--- config.mk ---
export PLATFORM = sky130hd
export DESIGN_NAME = mdio_master
export DESIGN_NICKNAME = d
export VERILOG_FILES = /design/src/rtl/mdio_pkg.sv /design/src/rtl/mdio_clkdiv.sv /design/src/rtl/mdio_frame_seq.sv /design/src/rtl/mdio_evt_reg.sv /design/src/rtl/mdio_master.sv
export SDC_FILE = /design/constraint.sdc
export NUM_CORES = 1
export LEC_CHECK = 0
export ABC_AREA = 1
export ABC_CLOCK_PERIOD_IN_PS = 1700
export BUFFER_PORTS_ARGS = -buffer_cell sky130_fd_sc_hd__buf_4
export CAP_MARGIN = 25
export CORE_MARGIN = 2
export CORE_UTILIZATION = 47
export CTS_CLUSTER_SIZE = 30
export DETAILED_ROUTE_END_ITERATION = 16
export PLACE_DENSITY = 0.76
export SYNTH_ARGS = -nofsm -noshare
export SYNTH_HDL_FRONTEND = slang
export SYNTH_SLANG_ARGS = --single-unit
--- constraint.sdc ---
create_clock -name clk -period 1.7 [get_ports clk]
set_input_delay 0.255 -clock clk [delete_from_list [all_inputs] [get_ports clk]]
set_output_delay 0.255 -clock clk [all_outputs]
set_load 0.05 [all_outputs]
--- src/rtl/mdio_pkg.sv ---
package mdio_pkg;
  localparam int WORD_W  = 32;
  localparam int DATA_W  = 16;
  localparam int PRE_LEN = 32;
  localparam int OP_HI   = 29;
  localparam int OP_LO   = 28;
  localparam int TA_HI   = 17;

  typedef enum logic [1:0] {
    OP_WR = 2'b01,
    OP_RD = 2'b10
  } mdio_op_e;
endpackage

--- src/rtl/mdio_clkdiv.sv ---
module mdio_clkdiv #(
  parameter int SPEED_W = 8
) (
  input  logic               clk,
  input  logic               rst_n,
  input  logic               run,
  input  logic [SPEED_W-1:0] speed,
  output logic               mdc,
  output logic               rise,
  output logic               fall
);
  logic [SPEED_W-1:0] cnt;
  logic               mdc_q;
  logic               active;
  logic               wrap;

  assign active = run && (speed != '0);
  assign wrap   = active && (cnt == speed - SPEED_W'(1));
  assign rise   = wrap && !mdc_q;
  assign fall   = wrap && mdc_q;
  assign mdc    = mdc_q;

  always_ff @(posedge clk) begin
    if (!rst_n) begin
      cnt   <= '0;
      mdc_q <= 1'b0;
    end else if (!active) begin
      cnt   <= '0;
      mdc_q <= 1'b0;
    end else if (wrap) begin
      cnt   <= '0;
      mdc_q <= !mdc_q;
    end else begin
      cnt <= cnt + SPEED_W'(1);
    end
  end
endmodule

--- src/rtl/mdio_frame_seq.sv ---
module mdio_frame_seq
  import mdio_pkg::*;
(
  input  logic              clk,
  input  logic              rst_n,
  input  logic              start,
  input  logic [WORD_W-1:0] word,
  input  logic              rise,
  input  logic              fall,
  input  logic              mdio_i,
  output logic              busy,
  output logic              mdio_o,
  output logic              mdio_oe,
  output logic              done,
  output logic              rd_done,
  output logic [DATA_W-1:0] rd_data
);
  localparam int FRAME_LEN = PRE_LEN + WORD_W;
  localparam int IDX_W     = $clog2(FRAME_LEN);
  localparam int WSEL_W    = $clog2(WORD_W);
  localparam int LAST_IDX  = FRAME_LEN - 1;
  localparam int TA_IDX    = PRE_LEN + WORD_W - 1 - TA_HI;
  localparam int DAT_IDX   = FRAME_LEN - DATA_W;

  logic [WORD_W-1:0] word_q;
  logic [IDX_W-1:0]  idx;
  logic              busy_q;
  logic              rd_q;
  logic [DATA_W-1:0] sh;
  logic [WSEL_W-1:0] wsel;
  logic              cur_bit;
  logic              at_last;

  assign wsel    = WSEL_W'(LAST_IDX - int'(idx));
  assign cur_bit = (int'(idx) < PRE_LEN) ? 1'b1 : word_q[wsel];
  assign at_last = (int'(idx) == LAST_IDX);
  assign mdio_oe = busy_q && !(rd_q && int'(idx) >= TA_IDX);
  assign mdio_o  = mdio_oe && cur_bit;
  assign done    = busy_q && fall && at_last;
  assign rd_done = done && rd_q;
  assign busy    = busy_q;
  assign rd_data = sh;

  always_ff @(posedge clk) begin
    if (!rst_n) begin
      word_q <= '0;
      idx    <= '0;
      busy_q <= 1'b0;
      rd_q   <= 1'b0;
      sh     <= '0;
    end else if (!busy_q) begin
      if (start) begin
        busy_q <= 1'b1;
        idx    <= '0;
        word_q <= word;
        rd_q   <= (word[OP_HI:OP_LO] == OP_RD);
      end
    end else begin
      if (rise && rd_q && int'(idx) >= DAT_IDX)
        sh <= {sh[DATA_W-2:0], mdio_i};
      if (fall) begin
        if (at_last) busy_q <= 1'b0;
        else         idx    <= idx + IDX_W'(1);
      end
    end
  end
endmodule

--- src/rtl/mdio_evt_reg.sv ---
module mdio_evt_reg #(
  parameter int DONE_BIT = 23
) (
  input  logic        clk,
  input  logic        rst_n,
  input  logic        set,
  input  logic        wr,
  input  logic [31:0] wdata,
  output logic        flag
);
  always_ff @(posedge clk) begin
    if (!rst_n)                   flag <= 1'b0;
    else if (set)                 flag <= 1'b1;
    else if (wr && wdata[DONE_BIT]) flag <= 1'b0;
  end
endmodule

--- src/rtl/mdio_master.sv ---
module mdio_master
  import mdio_pkg::*;
#(
  parameter int SPEED_W  = 8,
  parameter int DONE_BIT = 23
) (
  input  logic               clk,
  input  logic               rst_n,
  input  logic [SPEED_W-1:0] speed,
  input  logic               cmd_wr,
  input  logic [31:0]        cmd_wdata,
  input  logic               evt_wr,
  input  logic [31:0]        evt_wdata,
  output logic [31:0]        rdata,
  output logic               busy,
  output logic               done_evt,
  output logic               mdc,
  output logic               mdio_o,
  output logic               mdio_oe,
  input  logic               mdio_i
);
  logic              rise, fall, done, rd_done;
  logic [DATA_W-1:0] rd_data;
  logic [31:0]       cmd_q;

  mdio_clkdiv #(.SPEED_W(SPEED_W)) u_div (
    .clk(clk), .rst_n(rst_n), .run(busy), .speed(speed),
    .mdc(mdc), .rise(rise), .fall(fall)
  );

  mdio_frame_seq u_seq (
    .clk(clk), .rst_n(rst_n), .start(cmd_wr), .word(cmd_wdata),
    .rise(rise), .fall(fall), .mdio_i(mdio_i), .busy(busy),
    .mdio_o(mdio_o), .mdio_oe(mdio_oe), .done(done),
    .rd_done(rd_done), .rd_data(rd_data)
  );

  mdio_evt_reg #(.DONE_BIT(DONE_BIT)) u_evt (
    .clk(clk), .rst_n(rst_n), .set(done), .wr(evt_wr),
    .wdata(evt_wdata), .flag(done_evt)
  );

  always_ff @(posedge clk) begin
    if (!rst_n)                cmd_q <= '0;
    else if (cmd_wr && !busy)  cmd_q <= cmd_wdata;
    else if (rd_done)          cmd_q[DATA_W-1:0] <= rd_data;
  end

  assign rdata = cmd_q;
endmodule

Word-level counts from Yosys, hierarchy flattened
Index checks and enable logic that the tools add are counted.
{"block": "totals", "elab_cells": 67, "ff_bits": 98, "in_bits": 77, "out_inout_bits": 37}
{"block": "op_classes", "n_mux": 15, "eq_ne": 5, "bitwise_logic": 3, "addsub": 4, "magnitude_cmp": 4, "n_reduce_logical": 26}
{"cell": "two-way mux 16 bit", "count": 2}
{"cell": "two-way mux 6 bit", "count": 4}
{"cell": "logical AND 1 bit", "count": 14}
{"cell": "greater-or-equal comparator 6 bit, second input constant", "count": 2}
{"cell": "adder 8 x 1 -> 8 bit, second input constant", "count": 1}
{"cell": "equality test 8 bit", "count": 1}
{"cell": "two-way mux 1 bit", "count": 8}
{"cell": "nonzero test 8 bit", "count": 1}
{"cell": "subtractor 8 x 1 -> 8 bit, second input constant", "count": 1}
{"cell": "adder 6 x 1 -> 6 bit, second input constant", "count": 1}
{"cell": "equality test 6 x 1 -> 1 bit, second input constant", "count": 1}
{"cell": "< comparator 5 x 6 -> 1 bit, second input constant", "count": 1}
{"cell": "< comparator 6 bit, second input constant", "count": 1}
{"cell": "AND reduction 2 bit", "count": 3}
{"cell": "nonzero test 2 bit", "count": 3}
{"cell": "binary-select mux 1 bit (select 5 bit)", "count": 1}
{"cell": "subtractor 5 bit, first input constant", "count": 1}
{"cell": "logical NOT 1 bit", "count": 3}
{"cell": "inverter 1 bit", "count": 3}
{"cell": "AND reduction 3 bit", "count": 1}
{"cell": "OR reduction 3 bit", "count": 1}
{"cell": "equality test 2 bit, second input constant", "count": 1}
{"cell": "inequality test 2 x 1 -> 1 bit, second input constant", "count": 1}
{"cell": "inequality test 2 bit, second input constant", "count": 1}

Longest topological paths before layout
Gate-level depths: netlist of the first run.
{"block": "depth", "word_depth": 9, "ltp_mapped": 16, "mapped_depth_nobuf": 15}

By module
Synthesis of the first run repeated with hierarchy kept, for this count alone.
{"block": "hier_totals", "cells_unflattened": 692, "area_unflattened_um2": 4767.1}
{"module": "mdio_frame_seq", "n_inst": 1, "cells_each": 357, "seq_area_each_um2": 1121.1, "area_each_um2": 2474.9}
{"module": "mdio_master", "n_inst": 1, "cells_each": 211, "seq_area_each_um2": 640.6, "area_each_um2": 1507.7}
{"module": "mdio_clkdiv", "n_inst": 1, "cells_each": 118, "seq_area_each_um2": 180.2, "area_each_um2": 740.7}
{"module": "mdio_evt_reg", "n_inst": 1, "cells_each": 6, "seq_area_each_um2": 20.0, "area_each_um2": 43.8}

Least setup slack after synthesis of the first run
Ideal clock, no wire load.
{"block": "synth_timing", "path_kind": "register -> output", "start": "register u_seq.busy_q, in the netlist u_seq.busy", "end": "output port mdio_o", "slack_ps": -1010, "stages_incl_launch_ff": 3, "path_buffers": 0, "arrival_ps": 2455, "path_cell_list": "dfxtp_1 and3_1 a21boi_0"}
{"block": "synth_between", "elab_chain_cells": 2}
{"item": "start, declared", "line": "mdio_frame_seq.sv:27", "rtl": "logic busy_q;"}
{"item": "start signal, assigned", "line": "mdio_frame_seq.sv:48", "rtl": "busy_q <= 1'b0;"}
{"item": "start signal, assigned", "line": "mdio_frame_seq.sv:53", "rtl": "busy_q <= 1'b1;"}
{"item": "start signal, assigned", "line": "mdio_frame_seq.sv:62", "rtl": "if (at_last) busy_q <= 1'b0;"}
{"item": "logical AND 1 bit", "line": "mdio_frame_seq.sv:37", "rtl": "assign mdio_oe = busy_q && !(rd_q && int'(idx) >= TA_IDX);"}
{"item": "net mdio_oe", "line": "mdio_master.sv:19", "rtl": "output logic mdio_oe,"}
{"item": "logical AND 1 bit", "line": "mdio_frame_seq.sv:38", "rtl": "assign mdio_o = mdio_oe && cur_bit;"}
{"item": "end, declared", "line": "mdio_master.sv:18", "rtl": "output logic mdio_o,"}
The timed path passes the listed nets, and every way through them passes these cells.

Final worst setup path of the first run
{"block": "layout_timing", "start": "register u_seq.idx[0]", "end": "output port mdio_o"}
{"block": "layout_between", "elab_chain_cells": 5}
{"item": "start, declared", "line": "mdio_frame_seq.sv:26", "rtl": "logic [IDX_W-1:0] idx;"}
{"item": "start signal, assigned", "line": "mdio_frame_seq.sv:63", "rtl": "else idx <= idx + IDX_W'(1);"}
{"item": "subtractor 5 bit or greater-or-equal comparator 6 bit (tied branches)", "line": "mdio_frame_seq.sv:34, mdio_frame_seq.sv:37"}
{"item": "binary-select mux 1 bit (select 5 bit) or logical AND 1 bit (tied branches)", "line": "mdio_frame_seq.sv:35, mdio_frame_seq.sv:37"}
{"item": "two-way mux 1 bit (not written as such) or logical NOT 1 bit (tied branches)", "line": "mdio_frame_seq.sv:35, mdio_frame_seq.sv:37"}
{"item": "two-way mux 1 bit or logical AND 1 bit (tied branches)", "line": "mdio_frame_seq.sv:35, mdio_frame_seq.sv:37"}
{"item": "logical AND 1 bit *", "line": "mdio_frame_seq.sv:38"}
Mark *: on every way between the ends. The rest lies on a longest branch, timed or not. The select of a mux whose other input is x is not followed.

==> results.json, run 1 <==
{
  "finalMaxSlewViolations": 0,
  "ir_worst_vdd_v": 0.000480,
  "die_area_um2": 9490,
  "startpoint": "u_seq.idx[0]",
  "dp_slack_ns": -0.359,
  "crit_path_max_fanout": 6,
  "wl_per_cell_um": 16.0,
  "layout-drive-gt1-share": 0.363,
  "clkSinkCount": 82,
  "place_congestion": 0.862,
  "finalClockSkew_ns": 0.0113,
  "die_width_um": 97.4,
  "drt-total-wl_um": 13300,
  "violations": "setup timing",
  "antenna_found_initial": 0,
  "layout_min_cycle_time_ns": 2.17,
  "grt_max_degree": 50,
  "start_util": 0.477,
  "holdPathStages": 2,
  "numCtsBuffers": 9,
  "netlist_area_um2": 4100,
  "clockBufferDepth": 2,
  "ys.flop_type": "dfxtp_1",
  "chipHeight_um": 97.4,
  "port_buffers": 82,
  "htreeDepth": 3,
  "seq_area_frac_synth": 0.400,
  "reg2reg_slack_ns": -0.41,
  "antenna_left": 0,
  "power_leakage_nw": 2.73,
  "synthDistinctLibCells": 32,
  "tightest_slew_ns": 0.438,
  "worstRegToRegCells": 15,
  "status": "complete, but fails checks",
  "setup_slack_ns": -0.474,
  "synth_nets": 698,
  "grt_overflow": 0,
  "criticalPathCategory": "flip-flop to primary output",
  "worstPathArrival_ns": 1.92,
  "synthToLayoutAreaGrowth_pct": 43.5,
  "cap_violations": 0,
  "ys_async_sr_fraction": 0,
  "synthCells": 618,
  "cts_tree": "done",
  "synth_edf_count": 0,
  "via_per_inst": 5.41,
  "grt_pass1_wl_um": 19900,
  "end_kind": "primary output",
  "hold_slack_ns": 0.103,
  "fin_area_um2": 5890,
  "vias": 4485,
  "yosysWarnings": 0,
  "drtIter0Drc": 270,
  "ioPinCount": 114,
  "grt_pass1_vias": 4188,
  "synth.ff_latch_count": 82,
  "clk-insertion-delay-late_ns": 0.37,
  "fin_crit_sh": 1.28,
  "power_density_nw_per_um2": 804,
  "avgSynthCellArea_um2": 6.64,
  "hp-start": "cmd_wdata[28]",
  "cts_root_buffer": "clkbuf_8",
  "antenna-diode-count": 0,
  "worstReg2RegStart": "u_div.cnt[4]",
  "tns_ns": -12.22,
  "placed_area_um2": 4930,
  "setup_viol": 45,
  "r2r-end": "rdata[13]",
  "nets": 797,
  "timing.fmax_mhz": 460,
  "hold_viol": 0,
  "min_to": "u_seq.rd_q",
  "dr.pass1.iters": 5,
  "rows": 34,
  "rsz0062_at_grt": "yes",
  "clk_pin_slew_ns": 0.08,
  "critical_path_required_ns": 1.44,
  "track_usage": 0.256,
  "max_slew_margin": 0.705,
  "hold_class": "primary input to flip-flop",
  "crit_path_start_kind": "flip-flop",
  "core_region_area_um2": 8590,
  "drc": 0,
  "dp_hpwl_um": 7390
}
==> sequential cells by signal, indices dropped and copies added, names as in the netlist <==
signal	flops
u_div.mdc	1
u_seq.word_q	16
u_seq.rd_q	1
u_seq.busy	1
u_seq.idx	6
u_div.cnt	8
u_seq.rd_data	16
u_evt.flag	1
rdata	32
==> repair_timing <==
item                                   in CTS  in global routing
endpoints found under the hold margin       0                  0
hold buffers                                0                  0
setup endpoints to repair                  25                 48
setup buffers                              11                  7
resized for setup                          67                 85
cloned                                      6                  0
pin swaps                                  18                 36
==> critical path, stage by stage, from the launching register on <==
cell and delay [ns]:
dfxtp_4 0.39, buf_4 0.15, o21ai_0 0.09, o221ai_1 0.24
nand3_1 0.19, nand3_2 0.11, nand2_2 0.07, a21boi_4 0.14
buf_6 0.17
==> placed cells by master (no fill, tap or decap), types with 3 or more instances in the layout <==
| cell type | n |
|---|---|
| nor2_4 | 5 |
| nand2_4 | 7 |
| dfxtp_1 | 73 |
| buf_12 | 3 |
| inv_1 | 55 |
| o21ai_1 | 8 |
| xor2_1 | 8 |
| nand4_1 | 3 |
| bufinv_16 | 3 |
| nor2_1 | 106 |
| nor3_1 | 3 |
| xnor2_1 | 3 |
| a21oi_4 | 5 |
| nand3_2 | 19 |
| buf_4 | 112 |
| dfxtp_2 | 6 |
| o21ai_0 | 41 |
| buf_6 | 15 |
| dfxtp_4 | 3 |
| nand2_1 | 106 |
| a21oi_2 | 18 |
| inv_2 | 3 |
| buf_16 | 4 |
| o221ai_1 | 3 |
| o22ai_1 | 6 |
| nand2_2 | 23 |
| nand3_1 | 16 |
| nor2_2 | 11 |
| a21oi_1 | 20 |
| clkbuf_8 | 9 |
==> logic make-up (layout without fill, tap and decap cells) <==
group	Yosys count	after routing	share of synthesized area
simple gates	308	308	0.312
fa+ha+maj	3	3	0.00915
buf+inv	109	212	0.121
xor+xnor	11	11	0.0235
flops	82	82	0.400
compound gates	105	105	0.135
==> metrics by stage <==
step                utilization  total power, mW  std cells
floorplan                     -             2.69        618
global placement          0.573             2.94        793
detailed placement        0.573             2.96        793
CTS                       0.648             4.64        824
global route              0.685             4.89        829
finish                    0.685             4.73        829
==> final cells by class <==
class,instances,area (um^2)
clock buffer,10,128
clock inverter,5,104
fill,647,2700
inverter,62,243
multi-input combinational,427,2420
sequential,82,1660
tap,108,135
timing repair buffer,135,1190
==> cell usage after synthesis, types with 2 or more instances <==
library cell	count	area (um^2)
buf_4	17	128
nand2_1	137	514
buf_2	6	30.0
nor2_1	116	435
a21oi_1	43	215
buf_1	2	7.51
nand4_1	3	18.8
dfxtp_1	82	1640
xor2_1	8	70.1
nor3b_1	2	15.0
nor2_2	4	25.0
nand3_1	34	170
buf_6	2	22.5
nor2_4	2	22.5
inv_1	59	221
o22ai_1	6	37.5
xnor2_1	3	26.3
clkbuf_1	20	75.1
nand3_2	3	30.0
o221ai_1	3	26.3
o21ai_0	50	250
nor3_1	3	15.0
clkinv_1	2	7.51
ha_1	3	37.5
==> worst max path at each step <==
| stage | endpoint | slack (ns) | cells past startpoint |
|---|---|---|---|
| floorplan | rdata[11] | -0.08 | 13 |
| global placement | u_seq.idx[2] | -0.27 | 14 |
| detailed placement | u_seq.idx[3] | -0.36 | 14 |
| CTS | mdio_o | -0.37 | 8 |
| global route | rdata[1] | -0.53 | 15 |
| finish | mdio_o | -0.47 | 8 |
==> metal layers <==
layer,GRT usage,share of wire,vias up
met3,0.0424,0.069,30
li1,-,-,2146
met4,0.110,0.028,0
met2,0.423,0.49,197
met1,0.330,0.42,2112
met5,0,0,-
==> where the power goes <==
group,leakage (nW),switching (mW),internal [mW]
registers,0.676,0.0647,2.01
clock network,0.116,0.736,0.969
logic,1.94,0.606,0.351
total,2.73,1.41,3.33
No activity file was read; power rests on OpenSTA's default activity.
==> inputs of run 2 (changes only) <==
--- a/config.mk
+++ b/config.mk
@@ -10,10 +10,10 @@
 export BUFFER_PORTS_ARGS = -buffer_cell sky130_fd_sc_hd__buf_4
 export CAP_MARGIN = 25
 export CORE_MARGIN = 2
-export CORE_UTILIZATION = 47
+export CORE_UTILIZATION = 30
 export CTS_CLUSTER_SIZE = 30
 export DETAILED_ROUTE_END_ITERATION = 16
-export PLACE_DENSITY = 0.76
+export MAX_ROUTING_LAYER = met4
 export SYNTH_ARGS = -nofsm -noshare
 export SYNTH_HDL_FRONTEND = slang
 export SYNTH_SLANG_ARGS = --single-unit
==> run 2 against run 1 <==
Against the previous run: highest routed layer unchanged; sequential share of layout area grew 0.33 points; global-route usage fell by 10 points; cell area is 1.2% lower; the run still ends with setup timing left; register-to-register slack gained 0.29 ns; clock power increased by 19%; combinational power decreased by 3.7%; sequential cell count stayed put; clock-buffer cell count up 2; largest cell class unchanged; critical path depth up 1; fmax is 8.9% higher; final cell count is 8.6% higher.
==> results.json, run 2 (synthesized netlist as in run 1, its figures left out) <==
{
  "rows": 42,
  "crit_path_start_kind": "flip-flop",
  "path_buf_inv": 3,
  "drtIter0Drc": 259,
  "grt_pass1_wl_um": 17700,
  "layout-drive-gt1-share": 0.323,
  "ioPinCount": 114,
  "setup_viol": 17,
  "tns_ns": -1.91,
  "dp_cells": 878,
  "tightest_slew_ns": 0.392,
  "antenna-diode-count": 0,
  "cts_root_buffer": "clkbuf_16",
  "grt_max_degree": 37,
  "dp_slack_ns": -0.342,
  "via_per_inst": 4.52,
  "setup_slack_ns": -0.296,
  "cpLargestDelayFamily": "compound AO/OA/AOI/OAI gates",
  "status": "complete, but fails checks",
  "cap_violations": 0,
  "track_usage": 0.155,
  "layout_min_cycle_time_ns": 2.00,
  "rsz0062_at_grt": "yes",
  "cts_tree": "done",
  "crit_path_max_fanout": 6,
  "critical_path_required_ns": 1.44,
  "cpPeakStageDelay_ns": 0.36,
  "finalClockSkew_ns": 0.00692,
  "finalMaxSlewViolations": 0,
  "power_density_nw_per_um2": 863,
  "hold_slack_ns": 0.143,
  "ir_worst_vdd_v": 0.000495,
  "largest_reg_flops": 32,
  "clkSinkCount": 82,
  "drt-total-wl_um": 11600,
  "die_width_um": 121,
  "wl_per_cell_um": 12.9,
  "criticalPathCategory": "flip-flop to primary output",
  "dp_hpwl_um": 7790,
  "place_congestion": 0.829,
  "grt_overflow": 0,
  "max_slew_margin": 0.737,
  "synthToLayoutAreaGrowth_pct": 41.9,
  "drc": 0,
  "crit_slowest_cell": "dfxtp_4",
  "clockBufferDepth": 2,
  "final_cell_mix": "nand2_1, buf_4, nor2_1",
  "start_util": 0.309,
  "nets": 799,
  "hold_class": "primary input to flip-flop",
  "cp_cell_sequence": "clkinv_4, buf_6, o21ai_0, o211ai_1, nand3_1, nand4_1, nand2_1, a21boi_4, buf_8",
  "die_area_um2": 14600,
  "violations": "setup timing",
  "timing.fmax_mhz": 501,
  "htreeDepth": 3,
  "instances_no_fill": 900,
  "antenna_left": 0,
  "end_kind": "primary output",
  "worstPathArrival_ns": 1.74,
  "fin_crit_sh": 1.17,
  "numCtsBuffers": 9,
  "clk_pin_slew_ns": 0.07,
  "port_buffers": 82,
  "dr.pass1.iters": 4,
  "final_common_cell": "nand2_1",
  "chipHeight_um": 121,
  "vias": 4069,
  "grt_pass1_vias": 3659,
  "power_leakage_nw": 2.70,
  "antenna_found_initial": 0,
  "core_region_area_um2": 13300,
  "clk-insertion-delay-late_ns": 0.34,
  "hold_viol": 0
}
[run 2: cell count changes in the layout (fill, tap and decap cells not counted), sizes merged]
cell    delta
bufinv     -2
clkinv     -1
clkbuf     +4
inv        +2
[run 2: cell type report]
cell class	instances	area [um^2]
fillers	1379	7470
clock inverters	4	56.3
well taps	176	220
flip-flops and latches	82	1660
clock buffers	12	256
repair buffers	137	1140
inverters	62	238
multi-input cells	427	2250
[run 2: stage by stage]
step / total power [mW] / utilization / instance area, um^2
6_report: 5.03 / 0.438 / 5820
2_1_floorplan: 2.69 / - / 4150
3_3_place_gp: 2.98 / 0.386 / 5130
4_1_cts: 5.03 / 0.414 / 5500
3_5_place_dp: 2.99 / 0.386 / 5130
5_1_grt: 5.22 / 0.438 / 5820
[run 2: path summary, 6_finish.rpt]
kind	slack [ns]	cells after the start	from	to
hold reg to reg	0.47	2	u_seq.word_q[6]	u_seq.word_q[6]
setup reg to reg	-0.12	9	u_seq.idx[0]	rdata[8]
hold / removal	0.14	3	mdio_i	u_seq.rd_data[0]
setup / recovery	-0.30	9	u_seq.idx[0]	mdio_o
[run 2: routing by layer]
metal / wire [um] / GRT usage / vias up
li1: - / - / 2151
met1: 5700 / 0.216 / 1836
met2: 5390 / 0.227 / 73
met3: 415 / 0.0324 / 9
met4: 118 / 0.0429 / 0
met5: 0 / - / -
[run 2: repair_timing]
item,in CTS,in global routing
endpoints found under the setup margin,23,43
resized for setup,19,72
hold buffers,0,0
cloned,1,3
pin swaps,3,19
buffers inserted,2,1
hold endpoints to repair,0,0
[run 2: report_power, final]
group / total (mW) / internal [mW] / switching [mW]
Clock: 2.03 / 1.23 / 0.801
Sequential: 2.07 / 2.01 / 0.0599
Combinational: 0.923 / 0.345 / 0.578
[run 2: worst min-delay path, stage by stage]
cell	delay, ns
buf_4	0.08
nor2_1	0.03
nor2_1	0.08
==> inputs of run 3 (changes only) <==
--- a/config.mk
+++ b/config.mk
@@ -7,12 +7,12 @@
 export LEC_CHECK = 0
 export ABC_AREA = 1
 export ABC_CLOCK_PERIOD_IN_PS = 1700
-export BUFFER_PORTS_ARGS = -buffer_cell sky130_fd_sc_hd__buf_4
 export CAP_MARGIN = 25
 export CORE_MARGIN = 2
 export CORE_UTILIZATION = 30
 export CTS_CLUSTER_SIZE = 30
 export DETAILED_ROUTE_END_ITERATION = 16
+export DONT_BUFFER_PORTS = 1
 export MAX_ROUTING_LAYER = met4
 export SYNTH_ARGS = -nofsm -noshare
 export SYNTH_HDL_FRONTEND = slang
==> run 3 against run 2 <==
Against the previous run: the run still ends with setup timing left; sequential cell count is the same; worst hold slack lost 0.12 ns; worst setup slack worse by 0.018 ns; routed wire length shrank 2.4%; cell area down 5.5%; via count down 6.1%; clock skew is 0.00095 ns higher; global-route usage shrank 0.55 points; critical path depth is 1 lower; largest cell class unchanged; largest power group is now the clock network; highest routed layer unchanged.
==> results.json, run 3 (synthesized netlist as in run 1, its figures left out) <==
{
  "grt_pass1_wl_um": 16700,
  "p_clk_frac": 0.445,
  "crit_slowest_cell": "dfxtp_4",
  "grt_max_degree": 53,
  "cpPeakStageDelay_ns": 0.39,
  "final_util": 0.414,
  "chipHeight_um": 121,
  "drtIter0Drc": 189,
  "tightest_slew_ns": 0.584,
  "setup_viol": 20,
  "nets": 730,
  "ioPinCount": 114,
  "nFillCells": 1347,
  "antenna_found_initial": 0,
  "finalClockSkew_ns": 0.00787,
  "cp_cell_sequence": "buf_4, o21ai_0, o22ai_1, nand2_1, nand4_1, nand2_2, a21boi_4, buf_12",
  "power_density_nw_per_um2": 919,
  "clkSinkCount": 82,
  "via_per_inst": 4.60,
  "hold_slack_ns": 0.0283,
  "largest_reg_flops": 32,
  "finalMaxSlewViolations": 0,
  "clockBufferDepth": 2,
  "seq_area_um2": 1660,
  "dp_hpwl_um": 7410,
  "fin_area_um2": 5500,
  "antenna_left": 0,
  "worstPathArrival_ns": 1.76,
  "synthToLayoutAreaGrowth_pct": 34.1,
  "htreeDepth": 3,
  "switchingPower_mw": 1.34,
  "pwr-share-seq": 0.428,
  "die_area_um2": 14600,
  "final_cell_mix": "nand2_1, nor2_1, dfxtp_1",
  "max_slew_margin": 0.611,
  "crit_path_max_fanout": 11,
  "status": "complete, but fails checks",
  "cts_hold_buf": 0,
  "cts_tree": "done",
  "power_leakage_nw": 2.39,
  "port_buffers": 0,
  "cap_violations": 0,
  "swShare": 0.266,
  "vias": 3820,
  "tns_ns": -1.65,
  "layout_min_cycle_time_ns": 2.01,
  "criticalPathCategory": "flip-flop to primary output",
  "clk_pin_slew_ns": 0.06,
  "die_width_um": 121,
  "rsz0062_at_grt": "yes",
  "ir_worst_vdd_v": 0.000551,
  "drc": 0,
  "fin_crit_sh": 1.18,
  "final_common_cell": "nand2_1",
  "pwr-share-comb": 0.128,
  "cpLargestDelayFamily": "compound AO/OA/AOI/OAI gates",
  "hold_viol": 0,
  "grt_overflow": 0,
  "crit_path_start_kind": "flip-flop",
  "clk-insertion-delay-late_ns": 0.34,
  "cts_root_buffer": "clkbuf_16",
  "path_buf_inv": 2,
  "end_kind": "primary output",
  "layout-drive-gt1-share": 0.294,
  "critical_path_required_ns": 1.44,
  "track_usage": 0.149,
  "rows": 42,
  "dr.pass1.iters": 4,
  "core_region_area_um2": 13300,
  "dp_slack_ns": -0.273,
  "placed_area_um2": 4610,
  "wl_per_cell_um": 13.7,
  "setup_slack_ns": -0.314,
  "antenna-diode-count": 0,
  "multi_input_area_um2": 2370,
  "violations": "setup timing",
  "hold_class": "primary input to flip-flop",
  "drt-total-wl_um": 11400,
  "grt_pass1_vias": 3501,
  "start_util": 0.309,
  "place_congestion": 0.793,
  "numCtsBuffers": 9,
  "internal-power_mw": 3.71,
  "timing.fmax_mhz": 496
}
run 3: changes by cell type in the layout (fill, tap and decap cells not counted), moves of 5 or more:
cell | before | now
nor2_2 | 8 | 19
nor2_1 | 112 | 98
nand3_2 | 14 | 9
nand3_1 | 21 | 27
nand2_1 | 124 | 102
buf_4 | 123 | 52
nand2_2 | 12 | 23
nand2_4 | 0 | 11
run 3: repair_timing:
item	CTS	global route
pin swaps	4	24
gates cloned	0	6
resized for setup	17	110
setup endpoints to repair	24	41
endpoints found under the hold margin	0	0
setup buffers	1	3
run 3: power groups by stage:
stage	clock network [mW]	registers (mW)	logic [mW]
after floorplan	0	2.21	0.477
after global placement	0	2.21	0.602
after detailed placement	0	2.21	0.607
after CTS	2.30	2.16	0.612
after global routing	2.39	2.17	0.708
final	2.25	2.16	0.646
run 3: final timing paths:
path / startpoint / end / slack, ns / depth (start not counted)
max reg2reg: u_seq.idx[0] / rdata[6] / -0.11 / 9
min: rst_n / u_seq.rd_data[2] / 0.03 / 2
min reg2reg: u_seq.word_q[7] / u_seq.word_q[7] / 0.47 / 2
max: u_seq.idx[0] / mdio_o / -0.31 / 8
run 3: per-layer routing:
layer  up-vias  routed length (um)  global-route usage  share of wire
met5         -                   0                   -              0
met4         0                 253              0.0654          0.022
met3        16                 543              0.0329          0.048
met2        81                5270               0.227           0.46
met1      1708                5280               0.191           0.47
li1       2015                   -                   -              -
run 3: area by class of cell:
cell class                 instances  area share
clock buffer                      11      0.0441
clock inverter                     4      0.0180
inverter                          62      0.0437
multi-input combinational        427       0.431
sequential                        82       0.302
tap                              176      0.0400
timing repair buffer              68       0.122
run 3: worst reg2reg max path, delay by kind of cell, from the launching register on:
kind,cells,cell delay (ns)
AOI/OAI and AO/OA,1,0.14
adders and majority gates,1,0.18
buffers and inverters,3,0.56
DFF,1,0.39
and+or+nand+nor,4,0.43
run 3: per-stage QoR:
stage                     power [mW]  cells
final                           5.05    830
after global routing            5.27    830
after CTS                       5.07    822
after detailed placement        2.81    806
after global placement          2.81    806
after floorplan                 2.69    618
